==> src/rtl/axi_id_event_filter.sv <==
module axi_id_event_filter #(
  parameter int ID_W   = 18,
  parameter int ADDR_W = 8
) (
  input  logic              clk,
  input  logic              rst_n,
  input  logic              cfg_wr,
  input  logic [ADDR_W-1:0] cfg_addr,
  input  logic [31:0]       cfg_wdata,
  input  logic              ar_valid,
  input  logic              ar_ready,
  input  logic [ID_W-1:0]   ar_id,
  input  logic              aw_valid,
  input  logic              aw_ready,
  input  logic [ID_W-1:0]   aw_id,
  input  logic              r_valid,
  input  logic              r_ready,
  input  logic [ID_W-1:0]   r_id,
  output logic              evt_rd_txn,
  output logic              evt_wr_txn,
  output logic              evt_rd_beat
);

  localparam logic [ADDR_W-1:0] OFS_CTRL = ADDR_W'(0);
  localparam logic [ADDR_W-1:0] OFS_REF  = ADDR_W'(4);
  localparam int NCH = 3;

  logic [NCH-1:0]  en_q;
  logic [ID_W-1:0] mask_q;
  logic [ID_W-1:0] ref_q;
  logic [NCH-1:0]  hs;
  logic [NCH-1:0]  evt_q;
  logic [ID_W-1:0] obs_id [NCH];
  logic            unused_cfg;

  assign unused_cfg = ^cfg_wdata[28:ID_W];

  // channel order: 0 = read address, 1 = write address, 2 = read data
  assign hs        = {r_valid & r_ready, aw_valid & aw_ready, ar_valid & ar_ready};
  assign obs_id[0] = ar_id;
  assign obs_id[1] = aw_id;
  assign obs_id[2] = r_id;

  always_ff @(posedge clk or negedge rst_n) begin
    if (!rst_n) begin
      en_q   <= '0;
      mask_q <= '0;
      ref_q  <= '0;
    end else if (cfg_wr) begin
      if (cfg_addr == OFS_CTRL) begin
        en_q   <= {cfg_wdata[29], cfg_wdata[30], cfg_wdata[31]};
        mask_q <= cfg_wdata[ID_W-1:0];
      end else if (cfg_addr == OFS_REF) begin
        ref_q  <= cfg_wdata[ID_W-1:0];
      end
    end
  end

  for (genvar g = 0; g < NCH; g++) begin : g_chan
    logic hit;
    assign hit = ~|((obs_id[g] ^ ref_q) & mask_q);
    always_ff @(posedge clk or negedge rst_n) begin
      if (!rst_n) evt_q[g] <= 1'b0;
      else        evt_q[g] <= en_q[g] & hs[g] & hit;
    end
  end

  assign evt_rd_txn  = evt_q[0];
  assign evt_wr_txn  = evt_q[1];
  assign evt_rd_beat = evt_q[2];

  p_rd_needs_hs_r5: assert property (@(posedge clk) disable iff (!rst_n)
    evt_rd_txn |-> $past(ar_valid && ar_ready));

  p_wr_needs_hs_r6: assert property (@(posedge clk) disable iff (!rst_n)
    evt_wr_txn |-> $past(aw_valid && aw_ready));

  p_beat_needs_hs_r7: assert property (@(posedge clk) disable iff (!rst_n)
    evt_rd_beat |-> $past(r_valid && r_ready));

  p_off_silent_r8: assert property (@(posedge clk) disable iff (!rst_n)
    (en_q == '0) |=> !(evt_rd_txn || evt_wr_txn || evt_rd_beat));

  p_open_mask_r4: assert property (@(posedge clk) disable iff (!rst_n)
    (mask_q == '0 && en_q[2] && r_valid && r_ready) |=> evt_rd_beat);

  p_idle_quiet_r9: assert property (@(posedge clk) disable iff (!rst_n)
    !(ar_valid && ar_ready) |=> !evt_rd_txn);

endmodule

==> config.mk <==
export PLATFORM = sky130hd
export DESIGN_NAME = axi_id_event_filter
export DESIGN_NICKNAME = d
export VERILOG_FILES = /design/src/rtl/axi_id_event_filter.sv
export SDC_FILE = /design/constraint.sdc
export NUM_CORES = 1
export LEC_CHECK = 0
export BUFFER_PORTS_ARGS = -buffer_cell sky130_fd_sc_hd__buf_4
export CORE_MARGIN = 1.5
export CORE_UTILIZATION = 51
export DETAILED_ROUTE_END_ITERATION = 10
export PLACE_DENSITY = 0.86
export SLEW_MARGIN = 10
export SYNTH_ARGS = -nofsm -noshare
export SYNTH_HDL_FRONTEND = slang
export SYNTH_SLANG_ARGS = --single-unit
==> constraint.sdc <==
create_clock -name clk -period 3.15 [get_ports clk]
set_input_delay 0 -clock clk [delete_from_list [all_inputs] [get_ports clk]]
set_output_delay 0 -clock clk [all_outputs]
set_load 0.01 [all_outputs]
==> results of run 1 <==
worst reg2reg max path, stage by stage, from the launching register on:
cell and delay, ns:
dfrtp_1 0.44, xor2_1 0.19, a22o_1 0.23, a221oi_1 0.27, and4_1 0.24
flip-flops by register name, summed over array words and instances, names as in the netlist:
name,flops
mask_q,18
ref_q,18
en_q,3
evt_rd_beat,1
evt_rd_txn,1
evt_wr_txn,1
report_power, final:
| part | total (mW) | leakage (nW) | internal, mW | switching, mW |
|---|---|---|---|---|
| sequential | 0.596 | 0.580 | 0.563 | 0.0332 |
| clock | 0.324 | 0.0383 | 0.153 | 0.171 |
| combinational | 0.232 | 1.22 | 0.151 | 0.0818 |
| total | 1.15 | 1.83 | 0.866 | 0.286 |
final cells by class:
class / instances / area, µm² / area share [%]
Tap cell: 52 / 65.1 / 1.90
Multi-Input combinational cell: 135 / 1290 / 37.7
Inverter: 1 / 3.75 / 0.110
Clock buffer: 7 / 76.3 / 2.23
Sequential cell: 42 / 1050 / 30.8
Timing Repair Buffer: 117 / 933 / 27.3
cell usage in the layout, fill, tap and decap left out:
cell            n
or4_4           1
inv_1           1
nand3_1         3
nor3_1          1
mux2_2         27
mux2_4         10
a222oi_1        3
a22oi_1        13
a221oi_1        4
mux2_1          2
buf_4          95
nor2_1          1
nand4_1         2
dfrtp_1        42
nor2_4          1
a21oi_1         3
and4_1          4
dlygate4sd3_1  22
clkbuf_8        5
and4b_1         1
xor2_1         54
a22o_1          4
clkbuf_1        2
nand4_4         1
metrics by stage:
stage | utilization (%) | area (µm²) | instances | total power [mW] | setup slack (ns)
2_1_floorplan | - | 2380 | 181 | 0.681 | 1.64
3_3_place_gp | 70.7 | 3120 | 325 | 0.808 | 1.39
3_5_place_dp | 70.7 | 3120 | 325 | 0.815 | 1.37
4_1_cts | 77.4 | 3420 | 354 | 1.16 | 1.68
5_1_grt | 77.4 | 3420 | 354 | 1.21 | 1.62
6_report | 77.4 | 3420 | 354 | 1.15 | 1.69
cell families after synthesis:
group	Yosys count	synth area share [%]
xor gates and xnor gates	54	19.9
and+or+nand+nor	15	5.27
muxes	39	20.1
AOI/OAI and AO/OA	27	8.95
buffers and inverters	4	1.58
DFF	42	44.2
routing by layer:
| layer | vias to the layer above | global-route usage (%) | share of wire, % |
|---|---|---|---|
| met5 | - | 0 | 0 |
| li1 | 913 | - | - |
| met1 | 937 | 31.8 | 40 |
| met3 | 13 | 6.33 | 5.9 |
| met4 | 0 | 7.97 | 1.9 |
| met2 | 87 | 44.9 | 53 |
path summary, 6_finish.rpt:
kind | startpoint | end | slack [ns] | depth (start not counted)
setup / recovery | cfg_addr[0] | ref_q[6] | 1.69 | 5
hold / removal | ar_ready | evt_rd_txn | 0.15 | 5
setup reg to reg | ref_q[17] | evt_rd_beat | 1.72 | 4
hold reg to reg | en_q[0] | en_q[0] | 0.51 | 1
max in group asynchronous | rst_n | mask_q[14] | 2.55 | 2
min in group asynchronous | rst_n | en_q[2] | 0.24 | 2
==> out/summary.txt, run 1 <==
run status: completed
fmax: 684 MHz
via count: 1,950
Post-Route Setup TNS: 0 ns
Routed WL per cell: 18.0 µm
Final Hold Vio Count: 0
Via density: 5.51
Post-CTS Setup Bufs: 0
register area share after synthesis: 44.2%
peak supply drop: 0.240 mV
Final Skew: 0.00342 ns
crit path max-delay cell type: or4_4
most frequent cell after synthesis: xor2_1
Final Max Tran Viols: 0
# hold bufs at CTS: 22
#FFs+latches synth: 42
Synth Flop Type: dfrtp_1
Post-Syn Instances: 181
Synth top cells by count: xor2_1, dfrtp_1, mux2_2
min-delay worst type: in -> reg
cell family with most CP delay: simple AND/OR/NAND/NOR gates
critical path type: in -> reg
top cells by area, synth: dfrtp_1, xor2_1, mux2_2
critical-path cell list: buf_4 -> or4_4 -> nor2_4 -> nand4_4 -> mux2_4
antenna violations before repair: 0
number of diodes: 0
Area growth syn-to-layout: 43.8%
min Tclk post-route: 1.46 ns
worst rel slew slack: 64.0%
antenna-violating nets left: 0
CP Data Required Time: 3.33 ns
die span in x: 71.3 µm
number of synthesized flops with an enable pin: 0
clk sink count: 42
Arr. time, crit path: 1.64 ns
clock buffer depth: 2
number of global-route vias before repair: 2,140
smallest hold slack: 0.152 ns
period utilization: 46.4%
Leak: 1.83 nW
clk_lat worst skew: 0.29 ns
worst path bufs/invs: 1
Crit. End Element: flop
Layout fillers: 303
die area: 5080 µm²
GRT Overall Usage: 25.8%
RSZ-0062 raised after global routing: false
Worst setup SP type: primary input
H-tree levels: 2
num rows: 24
Yosys Warn Count: 0
Die H: 71.3 µm
num ports: 106
Tightest Pin Transition: 0.540 ns
cts bufs inserted: 5
Total Wirelength: 6.36 mm
max incr delay on CP: 0.53 ns
Post-synth ARST share: 100%
Port Buffers: 94
mapped cell area: 2380 µm²
initial core utilization: 53.8%
router iterations before antenna repair: 7
DRC viols: 0
CTS tree: built
initial drt markers: 106
share of cells above drive strength 1: 46.4%
post_cts resized: 0
MaxCap Viol Count: 0
Clock transition at path regs: 0.07 ns
first-pass GRT wire length: 10.1 mm
Core ar.: 4410 µm²
final setup violation count: 0
syn_nets: 284
DP Wirelength: 4.52 mm
root buffer cell: clkbuf_8
synthesized area per cell: 13.1 µm²
nets: 405
GRT Residual Overflow: 0
RePlAce Congestion: 0.862
pwr dens: 337 nW/µm²
share of the synthesized area in the top cell type: 44.2%
largest area contributor in the netlist: dfrtp_1
critical path fanouts, max: 18
Netlist cell types: 21
largest net degree at the start of global routing: 43
Note: power is estimated with default switching activity, not from simulation.
==> inputs of run 2 (changes only) <==
--- a/config.mk
+++ b/config.mk
@@ -5,11 +5,12 @@
 export SDC_FILE = /design/constraint.sdc
 export NUM_CORES = 1
 export LEC_CHECK = 0
+export ABC_AREA = 1
 export BUFFER_PORTS_ARGS = -buffer_cell sky130_fd_sc_hd__buf_4
 export CORE_MARGIN = 1.5
-export CORE_UTILIZATION = 51
+export CORE_UTILIZATION = 45
 export DETAILED_ROUTE_END_ITERATION = 10
-export PLACE_DENSITY = 0.86
+export PLACE_DENSITY = 0.77
 export SLEW_MARGIN = 10
 export SYNTH_ARGS = -nofsm -noshare
 export SYNTH_HDL_FRONTEND = slang
==> constraint.sdc (replaced) <==
create_clock -name clk -period 1.25 [get_ports clk]
set_input_delay 0 -clock clk [delete_from_list [all_inputs] [get_ports clk]]
set_output_delay 0 -clock clk [all_outputs]
set_load 0.01 [all_outputs]
==> out/summary.txt, run 2 <==
clk sink count: 42
Post-Syn Instances: 438
clk_lat worst skew: 0.29 ns
most frequent cell after synthesis: nand2_1
cts bufs inserted: 5
RSZ-0062 raised after global routing: false
CTS tree: built
CP Data Required Time: 1.48 ns
number of diodes: 0
fmax: 835 MHz
die span in x: 82.4 µm
Final Max Tran Viols: 0
commonest non-fill, non-tap cells in the layout: nand2_1, buf_4, nor2_1, inv_1, dfrtp_1
Via density: 4.75
Worst Reg-to-Reg Cells: 6
initial core utilization: 47.4%
clock buffer depth: 2
share of the synthesized area in the top cell type: 37.0%
critical path fanouts, max: 5
Worst Hold Depth: 6
router iterations before antenna repair: 4
Netlist cell types: 18
Top Registers: mask_q: 18 flops, ref_q: 18 flops, en_q: 3 flops
final setup violation count: 0
Area growth syn-to-layout: 38.5%
min Tclk post-route: 1.20 ns
number of global-route vias before repair: 2,939
MaxCap Viol Count: 0
die area: 6800 µm²
Crit. End Element: flop
nets: 661
Port Buffers: 94
DRC viols: 0
Final Hold Vio Count: 0
Worst setup SP type: flop
first-pass GRT wire length: 12.0 mm
mapped cell area: 2840 µm²
#FFs+latches synth: 42
smallest hold slack: 0.0495 ns
largest net degree at the start of global routing: 43
Die H: 82.4 µm
Synth Flop Type: dfrtp_1
Tightest Pin Transition: 0.550 ns
Post-Route Setup TNS: 0 ns
GRT Residual Overflow: 0
GRT Overall Usage: 23.1%
pwr dens: 801 nW/µm²
RePlAce Congestion: 0.783
largest area contributor in the netlist: dfrtp_1
period utilization: 95.8%
commonest non-fill, non-tap cell in the layout: nand2_1
Yosys Warn Count: 0
run status: completed
Clock transition at path regs: 0.08 ns
H-tree levels: 2
initial drt markers: 117
root buffer cell: clkbuf_8
antenna-violating nets left: 0
top cells by area, synth: dfrtp_1, nand2_1, nor2_1
share of cells above drive strength 1: 26.7%
num ports: 106
worst rel slew slack: 63.3%
Post-synth ARST share: 100%
Synth top cells by count: nand2_1, nor2_1, inv_1
num rows: 28
synthesized area per cell: 6.48 µm²
number of synthesized flops with an enable pin: 0
Final Skew: 0.00555 ns
min-delay worst type: in -> reg
Core ar.: 5990 µm²
antenna violations before repair: 0
DP Wirelength: 5.50 mm
syn_nets: 541
Routed WL per cell: 11.0 µm
via count: 3,010
Leak: 2.22 nW
register area share after synthesis: 37.0%
Core Util, Final: 65.7%
peak supply drop: 0.562 mV
Total Wirelength: 6.99 mm
critical path type: reg -> reg
Arr. time, crit path: 1.43 ns
## run 2: cell types whose count changed in the layout (fill, tap and decap cells not counted), moves of 27 or more
| cell | previous run | this run |
|---|---|---|
| nand3_1 | 3 | 33 |
| inv_1 | 1 | 65 |
| mux2_2 | 27 | 0 |
| xor2_1 | 54 | 0 |
| nor2_1 | 1 | 71 |
| nand2_1 | 0 | 142 |
## run 2: cell type report
| cell class | instances | area [µm²] |
|---|---|---|
| Fill cell | 550 | 2060 |
| Multi-Input combinational cell | 323 | 1470 |
| Sequential cell | 42 | 1050 |
| Timing Repair Buffer | 120 | 981 |
| Inverter | 66 | 248 |
| Tap cell | 75 | 93.8 |
| Clock buffer | 7 | 86.3 |
| Clock inverter | 1 | 5.00 |
## run 2: final timing paths
path | slack, ns | startpoint | end
worst max register to register | 0.05 | ref_q[1] | evt_wr_txn
worst min register to register | 0.52 | en_q[0] | en_q[0]
worst min-delay path | 0.05 | r_id[10] | evt_rd_beat
worst max-delay path | 0.05 | ref_q[1] | evt_wr_txn
max in group asynchronous | 0.64 | rst_n | ref_q[0]
min in group asynchronous | 0.21 | rst_n | mask_q[17]
## run 2: per-stage QoR
| stage | cells | area (µm²) | setup WS [ns] | power, mW |
|---|---|---|---|---|
| global placement | 603 | 3610 | 0.0562 | 2.19 |
| floorplan | 438 | 2840 | 0.171 | 1.85 |
| global route | 634 | 3930 | 0.00279 | 3.37 |
| CTS | 633 | 3920 | 0.0293 | 3.18 |
| finish | 634 | 3930 | 0.0526 | 3.15 |
| detailed placement | 603 | 3610 | 0.0525 | 2.21 |
## run 2: cells by family after synthesis
| family | count (synthesis) | synth area share [%] |
|---|---|---|
| buffers and inverters | 73 | 11.7 |
| DFF | 42 | 37.0 |
| and+or+nand+nor | 272 | 40.0 |
| AOI/OAI and AO/OA | 51 | 11.2 |
## run 2: repair_timing
action,4_1_cts,5_1_grt
hold endpoints to repair,81,0
gates resized for setup,0,4
buffers inserted,0,1
hold buffers,22,0
endpoints found under the setup margin,0,3
## run 2: power by group
group | total, mW | switching, mW | internal (mW)
Combinational | 0.739 | 0.342 | 0.397
Clock | 0.908 | 0.462 | 0.446
Sequential | 1.50 | 0.0678 | 1.44
Total | 3.15 | 0.873 | 2.28
## run 2: layer usage
metal	global-route usage [%]	wire length (µm)
met5	0	0
met4	8.14	116
met3	4.95	346
met2	42.8	3600
met1	25.8	2920
## run 2: worst max-delay path, cell delays in order (launching register included)
cell,delay (ns)
dfrtp_1,0.42
or2_2,0.30
nand2_1,0.07
nand2_1,0.06
nor2_2,0.13
nand2_1,0.06
nor2_1,0.09
==> inputs of run 3 (changes only) <==
--- a/config.mk
+++ b/config.mk
@@ -7,7 +7,6 @@
 export LEC_CHECK = 0
 export ABC_AREA = 1
 export BUFFER_PORTS_ARGS = -buffer_cell sky130_fd_sc_hd__buf_4
-export CORE_MARGIN = 1.5
 export CORE_UTILIZATION = 45
 export DETAILED_ROUTE_END_ITERATION = 10
 export PLACE_DENSITY = 0.77
==> out/summary.txt, run 3 (synthesis gave the netlist of run 2 again) <==
Total Wirelength: 7.31 mm
Area growth syn-to-layout: 40.5%
via count: 3,047
Cell Count, Final, Fillers Out: 637
GRT Overall Usage: 23.9%
placed insts: 604
cts bufs inserted: 5
antenna violations before repair: 0
commonest non-fill, non-tap cell in the layout: nand2_1
Crit. End Element: flop
initial core utilization: 47.4%
Final Max Tran Viols: 0
GRT Residual Overflow: 0
register area: 1050 µm²
MaxCap Viol Count: 0
smallest setup slack after layout: 0.0576 ns
num rows: 28
first-pass GRT wire length: 12.2 mm
worst rel slew slack: 63.2%
DRC viols: 0
Arr. time, crit path: 1.42 ns
total power: 3.33 mW
Worst setup SP type: flop
commonest non-fill, non-tap cells in the layout: nand2_1, buf_4, nor2_1, inv_1, dfrtp_1
RePlAce Congestion: 0.794
Die H: 81.4 µm
router iterations before antenna repair: 4
critical path fanouts, max: 4
largest net degree at the start of global routing: 43
Leak: 2.24 nW
run status: completed
Post-Place Setup Slack: 0.0391 ns
CTS tree: built
share of cells above drive strength 1: 27.6%
Worst Reg-to-Reg Cells: 6
antenna-violating nets left: 0
Routed WL per cell: 11.5 µm
peak supply drop: 0.498 mV
Tightest Pin Transition: 0.553 ns
clk sink count: 42
initial drt markers: 133
Post-Route Setup TNS: 0 ns
Final Hold Vio Count: 0
Final Skew: 0.00413 ns
period utilization: 95.4%
min Tclk post-route: 1.19 ns
nets: 664
Via density: 4.78
CP Data Required Time: 1.48 ns
Clock transition at path regs: 0.08 ns
Core ar.: 5990 µm²
min-delay worst type: in -> reg
H-tree levels: 2
multi-input logic area: 1470 µm²
num ports: 106
final setup violation count: 0
critical path type: reg -> reg
Top Registers: mask_q: 18 flops, ref_q: 18 flops, en_q: 3 flops
die span in x: 81.4 µm
clk_lat worst skew: 0.29 ns
DP Wirelength: 5.60 mm
pwr dens: 835 nW/µm²
clock buffer depth: 2
Worst Hold Depth: 6
Layout fillers: 543
fmax: 839 MHz
Port Buffers: 94
number of diodes: 0
root buffer cell: clkbuf_8
number of global-route vias before repair: 2,988
die area: 6630 µm²
run 3: path summary, 6_finish.rpt:
kind / start / endpoint / slack [ns]
worst min-delay path: r_id[10] / evt_rd_beat / 0.06
max in group asynchronous: rst_n / ref_q[10] / 0.62
worst max-delay path: ref_q[1] / evt_wr_txn / 0.06
min in group asynchronous: rst_n / ref_q[15] / 0.26
worst max register to register: ref_q[1] / evt_wr_txn / 0.06
worst min register to register: en_q[0] / en_q[0] / 0.54
run 3: cell type report:
cell class | instances | area share [%]
clock buffer | 5 | 1.72
timing repair buffer | 123 | 25.5
sequential | 42 | 26.3
inverter | 66 | 6.21
tap | 75 | 2.35
multi-input combinational | 323 | 36.9
clock inverter | 3 | 1.00
run 3: timing repair:
action / CTS / global route
hold buffers: 22 / 0
setup buffers: 0 / 3
hold endpoints to repair: 81 / 0
endpoints found under the setup margin: 0 / 3
resized for setup: 0 / 7
run 3: per-layer routing:
metal / vias up / share of wire, % / track usage [%]
li1: 1578 / - / -
met1: 1381 / 42 / 26.3
met2: 79 / 52 / 46.3
met3: 9 / 5.0 / 5.00
met4: 0 / 0.92 / 5.36
met5: - / 0 / 0
run 3: power by group:
group          total (mW)  internal (mW)  switching, mW
combinational       0.757          0.402          0.355
clock                1.07          0.588          0.484
sequential           1.50           1.44         0.0678
total                3.33           2.43          0.907
run 3: through the flow:
| stage | hold slack, ns | util [%] | cell area, µm² |
|---|---|---|---|
| floorplan | -0.296 | - | 2840 |
| global placement | 0.0258 | 60.5 | 3630 |
| detailed placement | 0.0286 | 60.5 | 3630 |
| CTS | 0.0445 | 66.0 | 3960 |
| global route | 0.102 | 66.6 | 3990 |
| finish | 0.0636 | 66.6 | 3990 |
run 3: critical path, cell delays in order (launching register included):
cell and delay [ns]:
dfrtp_1 0.41, or2_2 0.30, nand2_1 0.07, nand2_1 0.06, nor2_2 0.13, nand2_1 0.07
nor2_1 0.09
